`src/rtl/fpn_pkg.sv`:
```
`timescale 1ns/1ps
package fpn_pkg;

   typedef enum logic [1:0] {
      RM_NEAR_EVEN = 2'b00,
      RM_TO_POS    = 2'b01,
      RM_TO_NEG    = 2'b10,
      RM_TO_ZERO   = 2'b11
   } rmode_e;

   typedef struct packed {
      logic nv;   // invalid operation
      logic of;   // overflow
      logic uf;   // underflow
      logic nx;   // inexact
   } fflags_t;

   localparam int FLAG_W = 4;

endpackage

```
`src/rtl/fpn_lane.sv`:
```
`timescale 1ns/1ps
module fpn_lane
   import fpn_pkg::*;
#(
   parameter int SE = 8,
   parameter int SM = 23,
   parameter int DE = 5,
   parameter int DM = 10
) (
   input  logic [SE+SM:0] a_i,
   input  rmode_e         rm_i,
   output logic [DE+DM:0] h_o,
   output fflags_t        fl_o
);

   localparam int SW     = 1 + SE + SM;
   localparam int SBIAS  = (1 << (SE - 1)) - 1;
   localparam int DBIAS  = (1 << (DE - 1)) - 1;
   localparam int BDIFF  = SBIAS - DBIAS;
   localparam int TW     = SE + 2;
   localparam int SH_CAP = SM + 3;
   localparam int SHW    = $clog2(SH_CAP + 1);
   localparam int WW     = SM + 1 + SH_CAP;
   localparam int CW     = DE + DM;
   localparam int EMAX   = (1 << DE) - 1;

   generate
      if (DE >= SE || DM >= SM) begin : g_bad_fmt
         $error("fpn_lane: destination format must be narrower than source");
      end
      if (DM < 2) begin : g_bad_man
         $error("fpn_lane: destination mantissa too short for NaN payload");
      end
   endgenerate

   logic                 sgn;
   logic [SE-1:0]        ex;
   logic [SM-1:0]        mn;
   logic                 is_max_e, is_zero_e, mn_nz;
   logic [SM:0]          sig;
   logic [SE-1:0]        eff_e;
   logic signed [TW-1:0] te, sh_raw;
   logic                 normal_in, big;
   logic [SHW-1:0]       sh;
   logic [WW-1:0]        wide;
   logic [DM:0]          kept;
   logic                 grd, stk, rnd_any, inc;
   logic [DE-1:0]        exp_f;
   logic [CW-1:0]        comb;
   logic                 ovf, tiny, to_inf;

   assign sgn       = a_i[SW-1];
   assign ex        = a_i[SW-2:SM];
   assign mn        = a_i[SM-1:0];
   assign is_max_e  = &ex;
   assign is_zero_e = ~|ex;
   assign mn_nz     = |mn;
   assign sig       = {~is_zero_e, mn};
   assign eff_e     = is_zero_e ? SE'(1) : ex;

   // destination-relative biased exponent before rounding
   assign te        = $signed({2'b00, eff_e}) - $signed(TW'(BDIFF));
   assign sh_raw    = $signed(TW'(1)) - te;
   assign normal_in = te > $signed(TW'(0));
   assign big       = te >= $signed(TW'(EMAX));

   always_comb begin
      if (normal_in)                          sh = '0;
      else if (sh_raw > $signed(TW'(SH_CAP))) sh = SHW'(SH_CAP);
      else                                    sh = sh_raw[SHW-1:0];
   end

   // alignment shifter; bits pushed below the guard feed the sticky bit
   assign wide    = {sig, {SH_CAP{1'b0}}} >> sh;
   assign kept    = wide[WW-1 -: DM+1];
   assign grd     = wide[WW-DM-2];
   assign stk     = |wide[WW-DM-3:0];
   assign rnd_any = grd | stk;

   always_comb begin
      case (rm_i)
         RM_NEAR_EVEN: inc = grd & (stk | kept[0]);
         RM_TO_POS:    inc = ~sgn & rnd_any;
         RM_TO_NEG:    inc = sgn & rnd_any;
         default:      inc = 1'b0;
      endcase
   end

   // exponent and mantissa are added as one field so a mantissa carry
   // lifts the exponent (and turns a subnormal into the minimum normal)
   assign exp_f  = kept[DM] ? te[DE-1:0] : '0;
   assign comb   = {exp_f, kept[DM-1:0]} + CW'(inc);
   assign ovf    = big | (&comb[CW-1:DM]);
   assign tiny   = ~normal_in;
   assign to_inf = (rm_i == RM_NEAR_EVEN) |
                   ((rm_i == RM_TO_POS) & ~sgn) |
                   ((rm_i == RM_TO_NEG) & sgn);

   always_comb begin
      h_o  = '0;
      fl_o = '0;
      if (is_max_e) begin
         if (mn_nz) begin
            h_o     = {sgn, {DE{1'b1}}, 1'b1, mn[SM-2 -: DM-1]};
            fl_o.nv = ~mn[SM-1];
         end else begin
            h_o = {sgn, {DE{1'b1}}, {DM{1'b0}}};
         end
      end else if (is_zero_e & ~mn_nz) begin
         h_o = {sgn, {CW{1'b0}}};
      end else if (ovf) begin
         h_o     = to_inf ? {sgn, {DE{1'b1}}, {DM{1'b0}}}
                          : {sgn, {(DE-1){1'b1}}, 1'b0, {DM{1'b1}}};
         fl_o.of = 1'b1;
         fl_o.nx = 1'b1;
      end else begin
         h_o     = {sgn, comb};
         fl_o.nx = rnd_any;
         fl_o.uf = tiny & rnd_any;
      end
   end

endmodule

```
`src/rtl/fpn_merge.sv`:
```
`timescale 1ns/1ps
module fpn_merge #(
   parameter int GRP_W = 64
) (
   input  logic                 upper_i,
   input  logic [GRP_W-1:0]     grp_i,
   input  logic [2*GRP_W-1:0]   old_i,
   output logic [2*GRP_W-1:0]   dst_o
);

   generate
      if (GRP_W < 1) begin : g_bad_w
         $error("fpn_merge: group width must be positive");
      end
   endgenerate

   always_comb begin
      if (upper_i) dst_o = {grp_i, old_i[GRP_W-1:0]};
      else         dst_o = {{GRP_W{1'b0}}, grp_i};
   end

endmodule

```
`src/rtl/fpn_sticky.sv`:
```
`timescale 1ns/1ps
module fpn_sticky
   import fpn_pkg::*;
#(
   parameter int LANES = 4
) (
   input  logic                    clk,
   input  logic                    rst_n,
   input  logic                    start_i,
   input  logic                    clr_i,
   input  logic [LANES*FLAG_W-1:0] lane_fl_i,
   output logic [FLAG_W-1:0]       flags_o
);

   logic [FLAG_W-1:0] new_fl;
   logic [FLAG_W-1:0] base_fl;

   always_comb begin
      new_fl = '0;
      for (int l = 0; l < LANES; l++) begin
         new_fl = new_fl | lane_fl_i[l*FLAG_W +: FLAG_W];
      end
   end

   assign base_fl = clr_i ? '0 : flags_o;

   always_ff @(posedge clk or negedge rst_n) begin
      if (!rst_n)       flags_o <= '0;
      else if (start_i) flags_o <= base_fl | new_fl;
      else              flags_o <= base_fl;
   end

endmodule

```
`src/rtl/fp_narrow_vec.sv`:
```
`timescale 1ns/1ps
module fp_narrow_vec
   import fpn_pkg::*;
#(
   parameter int LANES   = 4,
   parameter int SRC_EXP = 8,
   parameter int SRC_MAN = 23,
   parameter int DST_EXP = 5,
   parameter int DST_MAN = 10
) (
   input  logic                                  clk,
   input  logic                                  rst_n,
   input  logic                                  start_i,
   input  logic                                  upper_i,
   input  logic [1:0]                            rmode_i,
   input  logic                                  flag_clr_i,
   input  logic [LANES*(1+SRC_EXP+SRC_MAN)-1:0]  src_i,
   input  logic [LANES*(1+SRC_EXP+SRC_MAN)-1:0]  old_dst_i,
   output logic [LANES*(1+SRC_EXP+SRC_MAN)-1:0]  dst_o,
   output logic                                  valid_o,
   output logic [3:0]                            flags_o
);

   localparam int SRC_W = 1 + SRC_EXP + SRC_MAN;
   localparam int DST_W = 1 + DST_EXP + DST_MAN;
   localparam int VEC_W = LANES * SRC_W;
   localparam int GRP_W = LANES * DST_W;
   localparam int FL_W  = LANES * FLAG_W;

   generate
      if (SRC_W != 2 * DST_W) begin : g_bad_ratio
         $error("fp_narrow_vec: source element must be twice the result width");
      end
      if (LANES < 1) begin : g_bad_lanes
         $error("fp_narrow_vec: at least one lane required");
      end
   endgenerate

   rmode_e           rm;
   logic [GRP_W-1:0] grp;
   logic [FL_W-1:0]  lane_fl;
   logic [VEC_W-1:0] merged;

   assign rm = rmode_e'(rmode_i);

   generate
      for (genvar g = 0; g < LANES; g++) begin : g_lane
         fflags_t fl_g;
         fpn_lane #(
            .SE (SRC_EXP),
            .SM (SRC_MAN),
            .DE (DST_EXP),
            .DM (DST_MAN)
         ) u_lane (
            .a_i  (src_i[g*SRC_W +: SRC_W]),
            .rm_i (rm),
            .h_o  (grp[g*DST_W +: DST_W]),
            .fl_o (fl_g)
         );
         assign lane_fl[g*FLAG_W +: FLAG_W] = fl_g;
      end
   endgenerate

   fpn_merge #(.GRP_W(GRP_W)) u_merge (
      .upper_i (upper_i),
      .grp_i   (grp),
      .old_i   (old_dst_i),
      .dst_o   (merged)
   );

   fpn_sticky #(.LANES(LANES)) u_sticky (
      .clk       (clk),
      .rst_n     (rst_n),
      .start_i   (start_i),
      .clr_i     (flag_clr_i),
      .lane_fl_i (lane_fl),
      .flags_o   (flags_o)
   );

   always_ff @(posedge clk or negedge rst_n) begin
      if (!rst_n) begin
         dst_o   <= '0;
         valid_o <= 1'b0;
      end else begin
         valid_o <= start_i;
         if (start_i) dst_o <= merged;
      end
   end

endmodule

```
`config.mk`:
```
export PLATFORM = sky130hd
export DESIGN_NAME = fp_narrow_vec
export DESIGN_NICKNAME = d
export VERILOG_FILES = /design/src/rtl/fpn_pkg.sv /design/src/rtl/fpn_lane.sv /design/src/rtl/fpn_merge.sv /design/src/rtl/fpn_sticky.sv /design/src/rtl/fp_narrow_vec.sv
export SDC_FILE = /design/constraint.sdc
export NUM_CORES = 1
export LEC_CHECK = 0
export ABC_AREA = 1
export BUFFER_PORTS_ARGS = -buffer_cell sky130_fd_sc_hd__buf_4
export CORE_MARGIN = 2
export CORE_UTILIZATION = 39
export CTS_CLUSTER_DIAMETER = 80
export DETAILED_ROUTE_END_ITERATION = 10
export GPL_TIMING_DRIVEN = 0
export PLACE_DENSITY_LB_ADDON = 0.1
export SLEW_MARGIN = 5
export SYNTH_ARGS = -nofsm -noshare
export SYNTH_HDL_FRONTEND = slang
export SYNTH_SLANG_ARGS = --single-unit
export TNS_END_PERCENT = 1
```
`constraint.sdc`:
```
create_clock -name clk -period 1 [get_ports clk]
set_input_delay 0.2 -clock clk [delete_from_list [all_inputs] [get_ports clk]]
set_output_delay 0.2 -clock clk [all_outputs]
set_load 0.01 [all_outputs]
```
==> flow_summary.yaml, run 1 <==
critical_path:
  path_buf_inv: 5
  r2r_cells: 2
  ff2ff_setup_slack_ns: 0.08
  worst_path_most_repeated_cell: "nand2_1"
  cp_max_fo: 8
  start_kind: "input pin"
  worstPathRequired_ns: 1.34
  path_class: "in -> reg"
  worstPathArrival_ns: 5.04
  slowest_delay_ns: 0.24
  end_kind: "flop"
  timing.rr.end: "dst_o[62]"
  r2r_start: "dst_o[62]"
  critPathTopFamily: "simple AND/OR/NAND/NOR gates"
  slowest_stage: "ha_2"
clocking:
  cts_root_buf: "clkbuf_16"
  cts_tree: "built"
  cts_hold_buffers: 18
  cts_max_level: 4
  numClockSinks: 133
  clock_latency_ns: 0.45
  cts.clk_slew.worst_paths_ns: 0.07
  cts_made_buffers: 17
  cts_buffer_depth: 2
finish:
  nets: 3918
  final_layout_size_suffix_gt1_frac: 0.338
  fin_util: 0.572
  area_delta_synth_final_pct: 45.4
yosys:
  ys_types: 50
  ys_ff_latch: 133
  ys_seq_area_frac: 0.188
  synth-edff-count: 0
  yosysMostFrequentCell: "nand2_1"
  yosysTopAreaCell: "nand2_1"
  yosys_warnings: 0
  syn_avg_cell_area_um2: 5.68
  synth_top_area_share: 0.255
  synthTopCellsByArea: "nand2_1, dfrtp_1, nand3_1"
  yosys-top-cells-count: "nand2_1, nand3_1, nor2_1, inv_1, dfrtp_1"
  syn-num-nets: 3418
  synthCells: 3120
  synthArstFlopShare: 1.00
  synth_area_um2: 17700
  ys.flop_type: "dfrtp_1"
timing:
  period_needed_ns: 4.70
  worst_slack_ns: -3.70
  timing.fmax_ghz: 0.213
  finalSetupViolCount: 261
  drv_slew: 0
  max_slew_margin: 0.296
  finClkSkew_ns: 0
  rsz0062_at_grt: "yes"
  finalHoldViolCount: 85
  fin_worst_hold_slack_ns: -0.199
  period_share: 4.70
  worst_pin_slew_ns: 1.06
pwr:
  power.leakage_nw: 13.2
  power.total_w: 0.0279
  ir_drop_uv: 979
  switching_share: 0.437
  p_comb_frac: 0.527
  seqPwrFrac: 0.240
  intPower_w: 0.0157
  p_clk_frac: 0.233
  p_switching_w: 0.0122
  powerDensity_nw_per_um2: 1080
grt:
  grt_pass1_wl_um: 122000
  antenna_found_initial: 3
  grt_max_degree: 87
  grt_pass1_vias: 22257
  grt-ovfl-total: 0
  grt_usage: 0.328
placement:
  gp_congestion: 0.972
  portBuffers: 331
  dp_hpwl_um: 62100
drt:
  detailroute.via_count: 22887
  routed_wl_um: 79000
  drc: 0
  vias_per_cell: 5.41
  drt_first_pass_iters: 8
  drtIter0Drc: 1673
  wl_per_cell_um: 18.7
  ant_nets: 0
run:
  drv_cap: 0
min_path:
  worstHoldPathType: "in -> async"
floorplan:
  die_w_um: 217
  core_um2: 45100
  start_util: 0.393
  rows: 78
  die_y_um: 217
  fp.dieArea_um2: 47200
  pin_count: 396
run_status:
  status: "finished, violations left"
  violations: "negative hold slack, negative setup slack"
[repair_timing]
| item | in CTS | in global routing |
|---|---|---|
| pin swaps | 132 | 148 |
| setup buffers | 93 | 28 |
| endpoints found under the hold margin | 103 | 85 |
| setup endpoints to repair | 265 | 262 |
| gates resized for setup | 564 | 265 |
| gates cloned | 8 | 3 |
[power by group through the flow]
stage	clock, W	sequential, W	combinational [W]
after floorplan	0	0.00682	0.00715
after global placement	0	0.00662	0.0119
after detailed placement	0	0.00662	0.0120
after CTS	0.00656	0.00668	0.0137
after global routing	0.00679	0.00675	0.0160
final	0.00650	0.00669	0.0147
[state kept, by name (all words and copies together) (netlist names)]
| signal | flops |
|---|---|
| dst_o | 128 |
| valid_o | 1 |
| u_sticky.flags_o | 4 |
[kinds of logic (layout without fill, tap and decap cells)]
logic type / after synthesis / count (layout) / share of synthesized area
AO/OA/AOI/OAI: 223 / 223 / 0.0817
XOR/XNOR: 40 / 40 / 0.0217
adder cells (fa/ha/maj): 35 / 35 / 0.0247
buffers and inverters: 442 / 953 / 0.106
flip-flops: 133 / 133 / 0.188
other: 0 / 1 / 0
AND/OR/NAND/NOR: 2247 / 2249 / 0.578
[metal layers]
metal  up-vias  wire, µm  part of all wire  GRT usage
met5         -        23           0.00029          0
met4         4      3190             0.040      0.126
met3       167      5280             0.067     0.0646
met2       830     36600              0.46      0.543
met1     10761     33900              0.43      0.419
li1      11125         -                 -          -
[layout by cell type, fill, tap and decap left out, types with 8 or more instances in the layout]
cell and count:
o211ai_1 19, inv_2 51, buf_4 331, nand4_1 68, nand2_4 39, nand3b_1 24, dfrtp_1 126, nand3_1 391
ha_4 8, ha_1 22, nand2_2 205, o21ai_4 9, inv_1 232, a22o_1 46, nor2_1 215, o21ai_2 29
dlygate4sd3_1 18, nor4_1 16, clkbuf_1 43, buf_8 16, nor2_4 28, buf_2 14, nand3_2 119, o21ai_0 26
nand2_8 8, clkbuf_16 21, a21oi_4 9, and2_1 11, xnor2_1 16, a21oi_2 8, nand2_1 1021, nand3_4 18
o21ai_1 31, clkbuf_4 8, nor2_2 48, xor2_1 20, buf_6 173, a21oi_1 31, nor3_2 8
[metrics by stage]
step | TNS, ns | hold slack, ns | cell area (µm²) | setup WS, ns | std cells
2_1_floorplan | -413.49 | -0.0956 | 17900 | -3.46 | 3120
3_3_place_gp | -693.87 | 0.393 | 21100 | -4.98 | 4051
3_5_place_dp | -585.28 | 0.336 | 21100 | -4.98 | 4052
4_1_cts | -451.65 | -0.153 | 24600 | -3.58 | 4203
5_1_grt | -503.79 | -0.125 | 25800 | -4.03 | 4234
6_report | -459.56 | -0.199 | 25800 | -3.70 | 4234
[worst max-delay path by stage]
| stage | from | endpoint | slack, ns | depth (start not counted) |
|---|---|---|---|---|
| floorplan | src_i[91] | dst_o[103] | -3.46 | 42 |
| global placement | src_i[27] | u_sticky.flags_o[0] | -4.98 | 38 |
| detailed placement | src_i[27] | u_sticky.flags_o[2] | -4.98 | 38 |
| CTS | src_i[124] | dst_o[57] | -3.58 | 47 |
| global route | src_i[27] | dst_o[67] | -4.03 | 43 |
| finish | src_i[123] | dst_o[57] | -3.70 | 47 |
[worst reg2reg max path, stage by stage, from the launching register on]
cell and delay, ns:
dfrtp_1 0.40, a22o_1 0.24, o21bai_1 0.14
[final cells by class]
cell class	count	area (µm²)
multi-input cells	2547	14500
plain buffers	140	1120
well taps	600	751
clock buffers	18	429
repair buffers	480	4330
inverters	301	1180
flip-flops and latches	133	3340
clock inverters	14	151
diodes	1	2.50
fillers	4586	19300
No activity file was read; power rests on OpenSTA's default activity.
==> run 2: changes to the inputs <==
==> constraint.sdc (replaced) <==
create_clock -name clk -period 5.4 [get_ports clk]
set_input_delay 1.08 -clock clk [delete_from_list [all_inputs] [get_ports clk]]
set_output_delay 1.08 -clock clk [all_outputs]
set_load 0.01 [all_outputs]
==> flow_summary.yaml, run 2 (synthesized netlist as in run 1, its figures left out) <==
critical_path:
  start_kind: "input pin"
  cp_max_fo: 8
  worst_path_most_repeated_cell: "buf_4"
  path_class: "in -> reg"
  slowest_stage: "o211ai_1"
  timing.rr.end: "dst_o[61]"
  r2r_start: "dst_o[61]"
  end_kind: "flop"
  slowest_delay_ns: 0.29
  worstPathRequired_ns: 5.77
  r2r_cells: 2
  worstPathArrival_ns: 5.99
  ff2ff_setup_slack_ns: 4.45
floorplan:
  pin_count: 396
  die_w_um: 217
  start_util: 0.393
  core_um2: 45100
  rows: 78
  die_y_um: 217
  fp.dieArea_um2: 47200
grt:
  grt_pass1_wl_um: 123000
  antenna_found_initial: 7
  grt_max_degree: 79
  grt-ovfl-total: 0
  grt_pass1_vias: 21935
  grt_usage: 0.332
clocking:
  cts_max_level: 4
  cts_buffer_depth: 2
  cts.clk_slew.worst_paths_ns: 0.06
  numClockSinks: 133
  cts_made_buffers: 17
  clock_latency_ns: 0.48
  cts_tree: "built"
  cts_root_buf: "clkbuf_16"
  cts_hold_buffers: 0
pwr:
  ir_drop_uv: 212
  powerDensity_nw_per_um2: 203
  power.leakage_nw: 12.9
  power.total_w: 0.00506
drt:
  drc: 0
  detailroute.via_count: 23096
  wl_per_cell_um: 19.3
  routed_wl_um: 81400
  vias_per_cell: 5.47
  ant_nets: 0
  drtIter0Drc: 1726
  drt_first_pass_iters: 7
finish:
  final_layout_size_suffix_gt1_frac: 0.320
  layout.cells.non_filler: 4221
  layout.cells.most_common: "nand2_1"
  biggestRegsByFlops: "dst_o x128, u_sticky.flags_o x4, valid_o x1"
  area_delta_synth_final_pct: 40.4
  largest_reg_flops: 128
  nets: 3902
  regMostFlops: "dst_o"
  fillers: 4704
  layout_common_cells: "nand2_1, buf_4, nand3_1"
  seqCellArea_um2: 3330
  multi_input_area_um2: 14300
timing:
  rsz0062_at_grt: "yes"
  finalHoldViolCount: 0
  worst_pin_slew_ns: 1.00
  period_share: 1.04
  drv_slew: 0
  max_slew_margin: 0.332
  finClkSkew_ns: 0
  tns_ns: -5.83
  fin_worst_hold_slack_ns: 0.484
  period_needed_ns: 5.62
  worst_slack_ns: -0.222
  timing.fmax_ghz: 0.178
  finalSetupViolCount: 65
placement:
  gp_congestion: 0.953
  portBuffers: 331
  place_inst: 4052
  dp_hpwl_um: 62900
min_path:
  whs_path_depth: 2
  worstHoldPathType: "reg -> reg"
  hold_start: "dst_o[65]"
  hold_end: "dst_o[65]"
run_status:
  status: "finished, violations left"
  violations: "negative setup slack"
run:
  drv_cap: 0
-- run 2: layout make-up --
class | instances | area share
buffer | 139 | 0.0433
clock inverter | 13 | 0.00493
multi-input combinational | 2546 | 0.575
tap | 600 | 0.0302
clock buffer | 19 | 0.0178
timing repair buffer | 466 | 0.148
sequential | 133 | 0.134
inverter | 301 | 0.0472
antenna | 4 | 0.000402
-- run 2: worst max-delay path, delay by kind of cell --
family	cells	cell delay (ns)
compound gates	4	0.81
fa+ha+maj	1	0.17
buf+inv	18	2.09
simple gates	19	1.83
-- run 2: worst max-delay path by stage --
stage / from / to / slack [ns] / cells after the start
floorplan: src_i[91] / dst_o[39] / -0.01 / 42
global placement: src_i[123] / dst_o[126] / -1.45 / 42
detailed placement: src_i[123] / dst_o[126] / -1.53 / 38
CTS: src_i[91] / u_sticky.flags_o[1] / -0.07 / 44
global route: src_i[88] / dst_o[98] / -0.53 / 41
finish: src_i[91] / u_sticky.flags_o[1] / -0.22 / 42
-- run 2: metrics by stage --
step,util,instance area [µm²],setup slack (ns)
after floorplan,-,17800,-0.0126
after global placement,0.466,21000,-1.45
after detailed placement,0.467,21000,-1.53
after CTS,0.520,23400,-0.0743
after global routing,0.552,24900,-0.531
final,0.552,24900,-0.222
-- run 2: routing by layer --
layer	global-route usage	share of wire	routed length, µm	vias up
met5	0	0.00025	20	-
met4	0.105	0.029	2370	4
met3	0.0615	0.070	5720	131
met2	0.560	0.47	38700	881
met1	0.429	0.43	34700	10996
li1	-	-	-	11084
-- run 2: what timing repair did --
action | CTS | global route
endpoints found under the setup margin | 123 | 118
gates cloned | 5 | 2
gates resized for setup | 331 | 298
hold endpoints to repair | 0 | 0
pin swaps | 84 | 138
buffers inserted | 87 | 42
-- run 2: where the power goes --
group	switching [W]	internal, W
logic	0.00162	0.00103
registers	0.0000950	0.00112
clock network	0.000548	0.000650
total	0.00227	0.00280
